`src/rtl/tw_target_pkg.sv`:
```
// Shared widths, header field positions and phase encoding for the
// three-wire serial target. Assumes one header word followed by one value.
package tw_target_pkg;
    parameter int DEV_W  = 3;                    // device address field
    parameter int REG_W  = 5;                    // register number field
    parameter int DATA_W = 16;                   // value word
    parameter int HDR_W  = DEV_W + 1 + REG_W;    // full header length
    parameter int DIR_POS = REG_W;               // direction bit position
    parameter int DEV_LSB = REG_W + 1;           // device field low bit

    typedef enum logic [1:0] {
        PH_HDR    = 2'd0,   // collecting header bits
        PH_RDLOAD = 2'd1,   // one cycle: fetch read value from the bank
        PH_VALUE  = 2'd2,   // collecting or emitting value bits
        PH_DONE   = 2'd3    // value complete, waiting for select high
    } tw_phase_e;
endpackage

```
`src/rtl/tw_sync.sv`:
```
// Two-flop synchroniser bank for asynchronous bus pins.
// Assumes each input level lasts several system clock cycles.
module tw_sync #(
    parameter int               WIDTH   = 3,
    parameter logic [WIDTH-1:0] RST_VAL = '0
) (
    input  logic             clk,
    input  logic             rst_n,
    input  logic [WIDTH-1:0] d_async,
    output logic [WIDTH-1:0] q_sync
);
    genvar gi;
    generate
        for (gi = 0; gi < WIDTH; gi++) begin : g_bit
            logic meta_q;
            logic stab_q;
            // Two-stage capture of one asynchronous pin.
            always_ff @(posedge clk) begin
                if (!rst_n) begin
                    meta_q <= RST_VAL[gi];
                    stab_q <= RST_VAL[gi];
                end else begin
                    meta_q <= d_async[gi];
                    stab_q <= meta_q;
                end
            end
            assign q_sync[gi] = stab_q;
        end
    endgenerate
endmodule

```
`src/rtl/tw_framer.sv`:
```
// Bit framing and header decode. Counts header and value bits on
// rising bus clock edges while select is low, matches the device
// address, and raises the register strobes. Assumes synchronised inputs.
module tw_framer
    import tw_target_pkg::*;
#(
    parameter logic [DEV_W-1:0] DEV_ADDR = 3'd5
) (
    input  logic              clk,
    input  logic              rst_n,
    input  logic              sclk_s,
    input  logic              sel_n_s,
    input  logic              din_s,
    output logic [REG_W-1:0]  reg_addr,
    output logic              reg_wr,
    output logic [DATA_W-1:0] reg_wdata,
    output logic              reg_rd,
    output logic              tx_load,
    output logic              tx_shift,
    output logic              tx_drive
);
    localparam int MAXB  = (HDR_W > DATA_W) ? HDR_W : DATA_W;
    localparam int CNT_W = $clog2(MAXB);
    localparam logic [CNT_W-1:0] HDR_TOP  = CNT_W'(HDR_W - 1);
    localparam logic [CNT_W-1:0] DATA_TOP = CNT_W'(DATA_W - 1);

    tw_phase_e         phase_q;
    logic [CNT_W-1:0]  bit_q;
    logic [DATA_W-1:0] shreg_q;
    logic [REG_W-1:0]  reg_q;
    logic              hit_q;
    logic              rd_q;
    logic              wr_q;
    logic              sclk_q;
    logic              rise;
    logic [HDR_W-1:0]  hdr_word;

    // Rising edge of the synchronised bus clock.
    assign rise     = sclk_s & ~sclk_q;
    assign hdr_word = {shreg_q[HDR_W-2:0], din_s};

    // Previous bus clock level for edge detection.
    always_ff @(posedge clk) begin
        if (!rst_n) sclk_q <= 1'b0;
        else        sclk_q <= sclk_s;
    end

    // Phase sequencing, bit counting and header capture.
    always_ff @(posedge clk) begin
        if (!rst_n) begin
            phase_q <= PH_HDR;
            bit_q   <= HDR_TOP;
            shreg_q <= '0;
            reg_q   <= '0;
            hit_q   <= 1'b0;
            rd_q    <= 1'b0;
            wr_q    <= 1'b0;
        end else begin
            wr_q <= 1'b0;
            if (sel_n_s) begin
                phase_q <= PH_HDR;
                bit_q   <= HDR_TOP;
                shreg_q <= '0;
                hit_q   <= 1'b0;
                rd_q    <= 1'b0;
            end else begin
                unique case (phase_q)
                    PH_HDR: begin
                        if (rise) begin
                            shreg_q <= {shreg_q[DATA_W-2:0], din_s};
                            if (bit_q == '0) begin
                                hit_q <= (hdr_word[HDR_W-1:DEV_LSB] == DEV_ADDR);
                                rd_q  <= hdr_word[DIR_POS];
                                reg_q <= hdr_word[REG_W-1:0];
                                bit_q <= DATA_TOP;
                                if ((hdr_word[HDR_W-1:DEV_LSB] == DEV_ADDR) &&
                                    hdr_word[DIR_POS])
                                    phase_q <= PH_RDLOAD;
                                else
                                    phase_q <= PH_VALUE;
                            end else begin
                                bit_q <= bit_q - 1'b1;
                            end
                        end
                    end
                    PH_RDLOAD: phase_q <= PH_VALUE;
                    PH_VALUE: begin
                        if (rise) begin
                            shreg_q <= {shreg_q[DATA_W-2:0], din_s};
                            if (bit_q == '0) begin
                                wr_q    <= hit_q & ~rd_q;
                                phase_q <= PH_DONE;
                            end else begin
                                bit_q <= bit_q - 1'b1;
                            end
                        end
                    end
                    default: phase_q <= PH_DONE;
                endcase
            end
        end
    end

    assign reg_addr  = reg_q;
    assign reg_wr    = wr_q;
    assign reg_wdata = shreg_q;
    assign reg_rd    = (phase_q == PH_RDLOAD) & ~sel_n_s;
    assign tx_load   = reg_rd;
    assign tx_shift  = (phase_q == PH_VALUE) & rise & ~sel_n_s;
    assign tx_drive  = (phase_q == PH_VALUE) & hit_q & rd_q & ~sel_n_s;
endmodule

```
`src/rtl/tw_txshift.sv`:
```
// Read-value output shifter: loads the bank value, presents the top bit
// and moves down one bit per advance. Output is released when not driving.
module tw_txshift #(
    parameter int DATA_W = 16
) (
    input  logic              clk,
    input  logic              rst_n,
    input  logic              load,
    input  logic [DATA_W-1:0] load_val,
    input  logic              advance,
    input  logic              drive,
    output logic              dout,
    output logic              dout_oe
);
    logic [DATA_W-1:0] tx_q;

    // Load on fetch, shift toward the top bit on each value edge.
    always_ff @(posedge clk) begin
        if (!rst_n)       tx_q <= '0;
        else if (load)    tx_q <= load_val;
        else if (advance) tx_q <= {tx_q[DATA_W-2:0], 1'b0};
    end

    assign dout    = drive & tx_q[DATA_W-1];
    assign dout_oe = drive;
endmodule

```
`src/rtl/tw_target.sv`:
```
// Top of the three-wire serial bus target: synchronises the bus pins,
// frames and decodes transfers, and drives read data back. Assumes the
// bus clock is well below the system clock rate.
module tw_target
    import tw_target_pkg::*;
#(
    parameter logic [DEV_W-1:0] DEV_ADDR = 3'd5
) (
    input  logic              clk,
    input  logic              rst_n,
    input  logic              bus_clk,
    input  logic              bus_sel_n,
    input  logic              bus_din,
    output logic              dout,
    output logic              dout_oe,
    output logic [REG_W-1:0]  reg_addr,
    output logic              reg_wr,
    output logic [DATA_W-1:0] reg_wdata,
    output logic              reg_rd,
    input  logic [DATA_W-1:0] reg_rdata
);
    logic [2:0] pins_s;
    logic       ld;
    logic       adv;
    logic       drv;

    tw_sync #(.WIDTH(3), .RST_VAL(3'b010)) u_sync (
        .clk     (clk),
        .rst_n   (rst_n),
        .d_async ({bus_clk, bus_sel_n, bus_din}),
        .q_sync  (pins_s)
    );

    tw_framer #(.DEV_ADDR(DEV_ADDR)) u_framer (
        .clk       (clk),
        .rst_n     (rst_n),
        .sclk_s    (pins_s[2]),
        .sel_n_s   (pins_s[1]),
        .din_s     (pins_s[0]),
        .reg_addr  (reg_addr),
        .reg_wr    (reg_wr),
        .reg_wdata (reg_wdata),
        .reg_rd    (reg_rd),
        .tx_load   (ld),
        .tx_shift  (adv),
        .tx_drive  (drv)
    );

    tw_txshift #(.DATA_W(DATA_W)) u_tx (
        .clk      (clk),
        .rst_n    (rst_n),
        .load     (ld),
        .load_val (reg_rdata),
        .advance  (adv),
        .drive    (drv),
        .dout     (dout),
        .dout_oe  (dout_oe)
    );
endmodule

```
`config.mk`:
```
export PLATFORM = sky130hd
export DESIGN_NAME = tw_target
export DESIGN_NICKNAME = d
export VERILOG_FILES = /design/src/rtl/tw_target_pkg.sv /design/src/rtl/tw_sync.sv /design/src/rtl/tw_framer.sv /design/src/rtl/tw_txshift.sv /design/src/rtl/tw_target.sv
export SDC_FILE = /design/constraint.sdc
export NUM_CORES = 1
export LEC_CHECK = 0
export ABC_AREA = 1
export BUFFER_PORTS_ARGS = -buffer_cell sky130_fd_sc_hd__buf_4
export CORE_MARGIN = 4
export CORE_UTILIZATION = 40
export DETAILED_ROUTE_END_ITERATION = 10
export HOLD_SLACK_MARGIN = 0.05
export SLEW_MARGIN = 10
export SYNTH_ARGS = -nofsm -noshare
export SYNTH_HDL_FRONTEND = slang
export SYNTH_SLANG_ARGS = --single-unit
```
`constraint.sdc`:
```
create_clock -name clk -period 3.3 [get_ports clk]
set_clock_uncertainty 0.2 [all_clocks]
set_input_delay 0.495 -clock clk [delete_from_list [all_inputs] [get_ports clk]]
set_output_delay 0.495 -clock clk [all_outputs]
set_load 0.02 [all_outputs]
```
==> results.py <==
metrics = {
    "critical_path": {
        "setup.worst_path.start_class": "flop",
        "crit_family": "flip-flops",
        "crit_path_end_kind": "output pin",
        "r2r_start": "u_framer.phase_q[0]",
        "cp_slowest_cell": "dfxtp_1",
        "critPathMaxStageDelay_ns": 0.91,
        "crit_fanout": 20,
        "rrSetupSlack_ns": 0.95,
        "path_cells": "nand3_4, inv_1, buf_4",
        "worst_ep_arrival_time_ns": 1.87,
        "startpoint": "u_framer.phase_q[0]",
        "path_class": "reg2out",
        "critical_path_buf_inv_count": 2,
        "required_ns": 2.60,
    },
    "hold_path": {
        "hold_path.class": "in2reg",
        "min-delay-start": "bus_clk",
    },
    "cells_and_area": {
        "syn_to_final_growth_pct": 19.0,
        "final_cell_area_um2": 2780,
        "fin_nets": 378,
        "num-fill-cells": 589,
        "drive_gt1_share_pct": 20.7,
        "antennaDiodeCount": 0,
    },
    "clock_tree": {
        "clockRootBuffer": "clkbuf_8",
        "cts-buffers-inserted": 5,
        "cts.sinks": 53,
        "cts_buffer_depth": 2,
        "hold_buffers": 0,
        "path_clk_slew_ns": 0.10,
        "postCtsSetupRepairBufs": 0,
        "clock_latency_ns": 0.31,
        "cts-htree-levels": 2,
        "cts_tree": "yes",
        "post_cts_resized": 0,
    },
    "power_and_ir_drop": {
        "p_leak_uw": 0.00116,
        "p_comb_share_pct": 4.8,
        "clkPwrFrac_pct": 34.6,
        "intPower_uw": 818,
        "p_sw_share_pct": 23.3,
        "max-vdd-ir-drop_uv": 222,
        "seq_power_share_pct": 60.6,
        "power_density_nw_per_um2": 384,
        "p_switching_uw": 249,
    },
    "floorplan": {
        "coreArea_um2": 5570,
        "die_h_um": 84.4,
        "initial_core_util_pct": 41.9,
        "rows": 27,
        "die-area_um2": 7120,
        "pin_count": 46,
        "die_w_um": 84.4,
    },
    "synth": {
        "ys_ff_latch": 53,
        "yosys_warnings": 0,
        "async_flop_share_pct": 0,
        "synth-edff-count": 0,
        "synth_commonest_cells": "nand2_1, dfxtp_1, nor2_1, a21oi_1, nand3_1",
        "synth_area_um2": 2330,
        "synth_cells": 318,
        "synthFlopType": "dfxtp_1",
        "synth_top_cell_by_area": "dfxtp_1",
        "synth_adder_area_share_pct": 0.536,
        "synth-simple-area-share_pct": 34.0,
        "synth_top_area_share_pct": 45.5,
        "syn_nets": 340,
        "synthDistinctLibCells": 25,
        "synth_top_family_by_area": "simple AND/OR/NAND/NOR gates",
        "synth-xor-area-share_pct": 0.375,
        "synth_most_common_cell": "nand2_1",
        "synth_area_leaders": "dfxtp_1, nand2_1, a21oi_1",
        "synth_mux_area_share_pct": 0,
        "seq_area_frac_synth_pct": 45.5,
        "postSynthAreaPerCell_um2": 7.34,
        "synth_compound_area_share_pct": 10.8,
    },
    "sta": {
        "worst_pin_slew_ns": 0.885,
        "rsz0062_at_grt": "false",
        "slew_viol_final": 0,
        "period_share_pct": 77.8,
        "hold_violations": 0,
        "min_period_ns": 2.57,
        "slew_headroom_pct": 40.9,
        "setup_tns_ns": 0,
        "setup_viol": 0,
        "max_freq_mhz": 389,
    },
    "routing": {
        "first_pass_iters": 4,
        "drcViolationCount": 0,
        "drtIter0Drc": 81,
        "ant_nets": 0,
        "via_count": 2069,
        "wl_um": 4980,
        "wl_per_cell_um": 11.6,
        "vias_per_cell": 4.82,
    },
    "global_route": {
        "grt_usage_pct": 14.7,
        "grt_remaining_overflow": 0,
        "grt_antenna_before_repair": 0,
        "grt_pass1_vias": 2031,
        "grt_pass1_wl_um": 8790,
        "grt_max_degree": 22,
    },
    "place": {
        "port_buffers": 45,
        "place_area_um2": 2690,
        "gp_congestion": 0.794,
        "dp_hpwl_um": 3510,
    },
    "run_status": {
        "status": "complete, no violations",
    },
    "run": {
        "maxCapViolations": 0,
    },
}
[sequential cells by signal, indices dropped and copies added, names as in the netlist]
name                 count
u_sync.g_bit.meta_q      3
u_framer.sclk_q          1
u_framer.phase_q         2
u_framer.hit_q           1
u_framer.rd_q            1
u_sync.g_bit.stab_q      3
u_framer.reg_wdata      16
u_framer.reg_addr        5
u_framer.reg_wr          1
u_framer.bit_q           4
u_tx.tx_q               16
[worst min-delay path: cells and delay by family]
family                 cells  cell delay [ns]
AND/OR/NAND/NOR            1             0.04
buffers and inverters      2             0.11
[routing by layer]
layer,track usage (%),vias to the layer above,part of all wire [%],wire (um)
met5,0,-,0,0
met4,3.88,0,1.0,52
met3,3.43,4,3.9,194
met2,25.1,28,46,2310
met1,18.6,927,49,2430
li1,-,1110,-,-
[stage by stage]
step	instances	setup slack, ns	util (%)	total power (uW)	hold slack [ns]
2_1_floorplan	318	1.24	-	688	0.190
3_3_place_gp	421	0.991	48.2	713	0.192
3_5_place_dp	421	0.957	48.2	713	0.199
4_1_cts	429	0.746	49.8	1090	0.150
5_1_grt	429	0.638	49.8	1110	0.158
6_report	429	0.732	49.8	1070	0.158
[cells by family (layout without fill, tap and decap cells)]
group,after synthesis,after routing
compound gates,48,48
flops,53,53
xor+xnor,1,1
fa+ha+maj,1,1
buf+inv,47,86
simple gates,168,168
[cell usage in the layout (no fill, tap or decap), drive strengths merged]
cell type	Yosys	layout
nand2	77	77
dfxtp	53	53
buf	13	47
nor2	38	38
a21oi	31	31
inv	31	31
nand3	29	29
nand4	17	17
o21ai	17	17
clkbuf	3	5
clkinv	0	3
nor3	2	2
nand3b	2	2
or2	2	2
nor4	1	1
xor2	1	1
ha	1	1
[layout make-up]
type,count,area [um^2],share of cell area [%]
sequential,53,1060,38.2
clock buffer,5,68.8,2.48
clock inverter,3,22.5,0.811
multi-input combinational,218,1070,38.4
tap,72,90.1,3.24
inverter,31,116,4.19
timing repair buffer,47,353,12.7
[power by group through the flow]
stage	sequential (uW)	clock, uW	combinational, uW
after floorplan	662	0	25.5
after global placement	662	0	51.0
after detailed placement	662	0	51.7
after CTS	647	387	51.7
after global routing	648	405	56.8
final	647	369	50.7
[worst paths after layout]
| kind | endpoint | depth (start not counted) |
|---|---|---|
| worst max-delay path | reg_rd | 3 |
| worst max register to register | u_framer.reg_wdata[0] | 4 |
| worst min register to register | u_sync.g_bit[1].stab_q | 1 |
| worst min-delay path | u_sync.g_bit[2].meta_q | 3 |
Note: power is estimated with default switching activity, not from simulation.
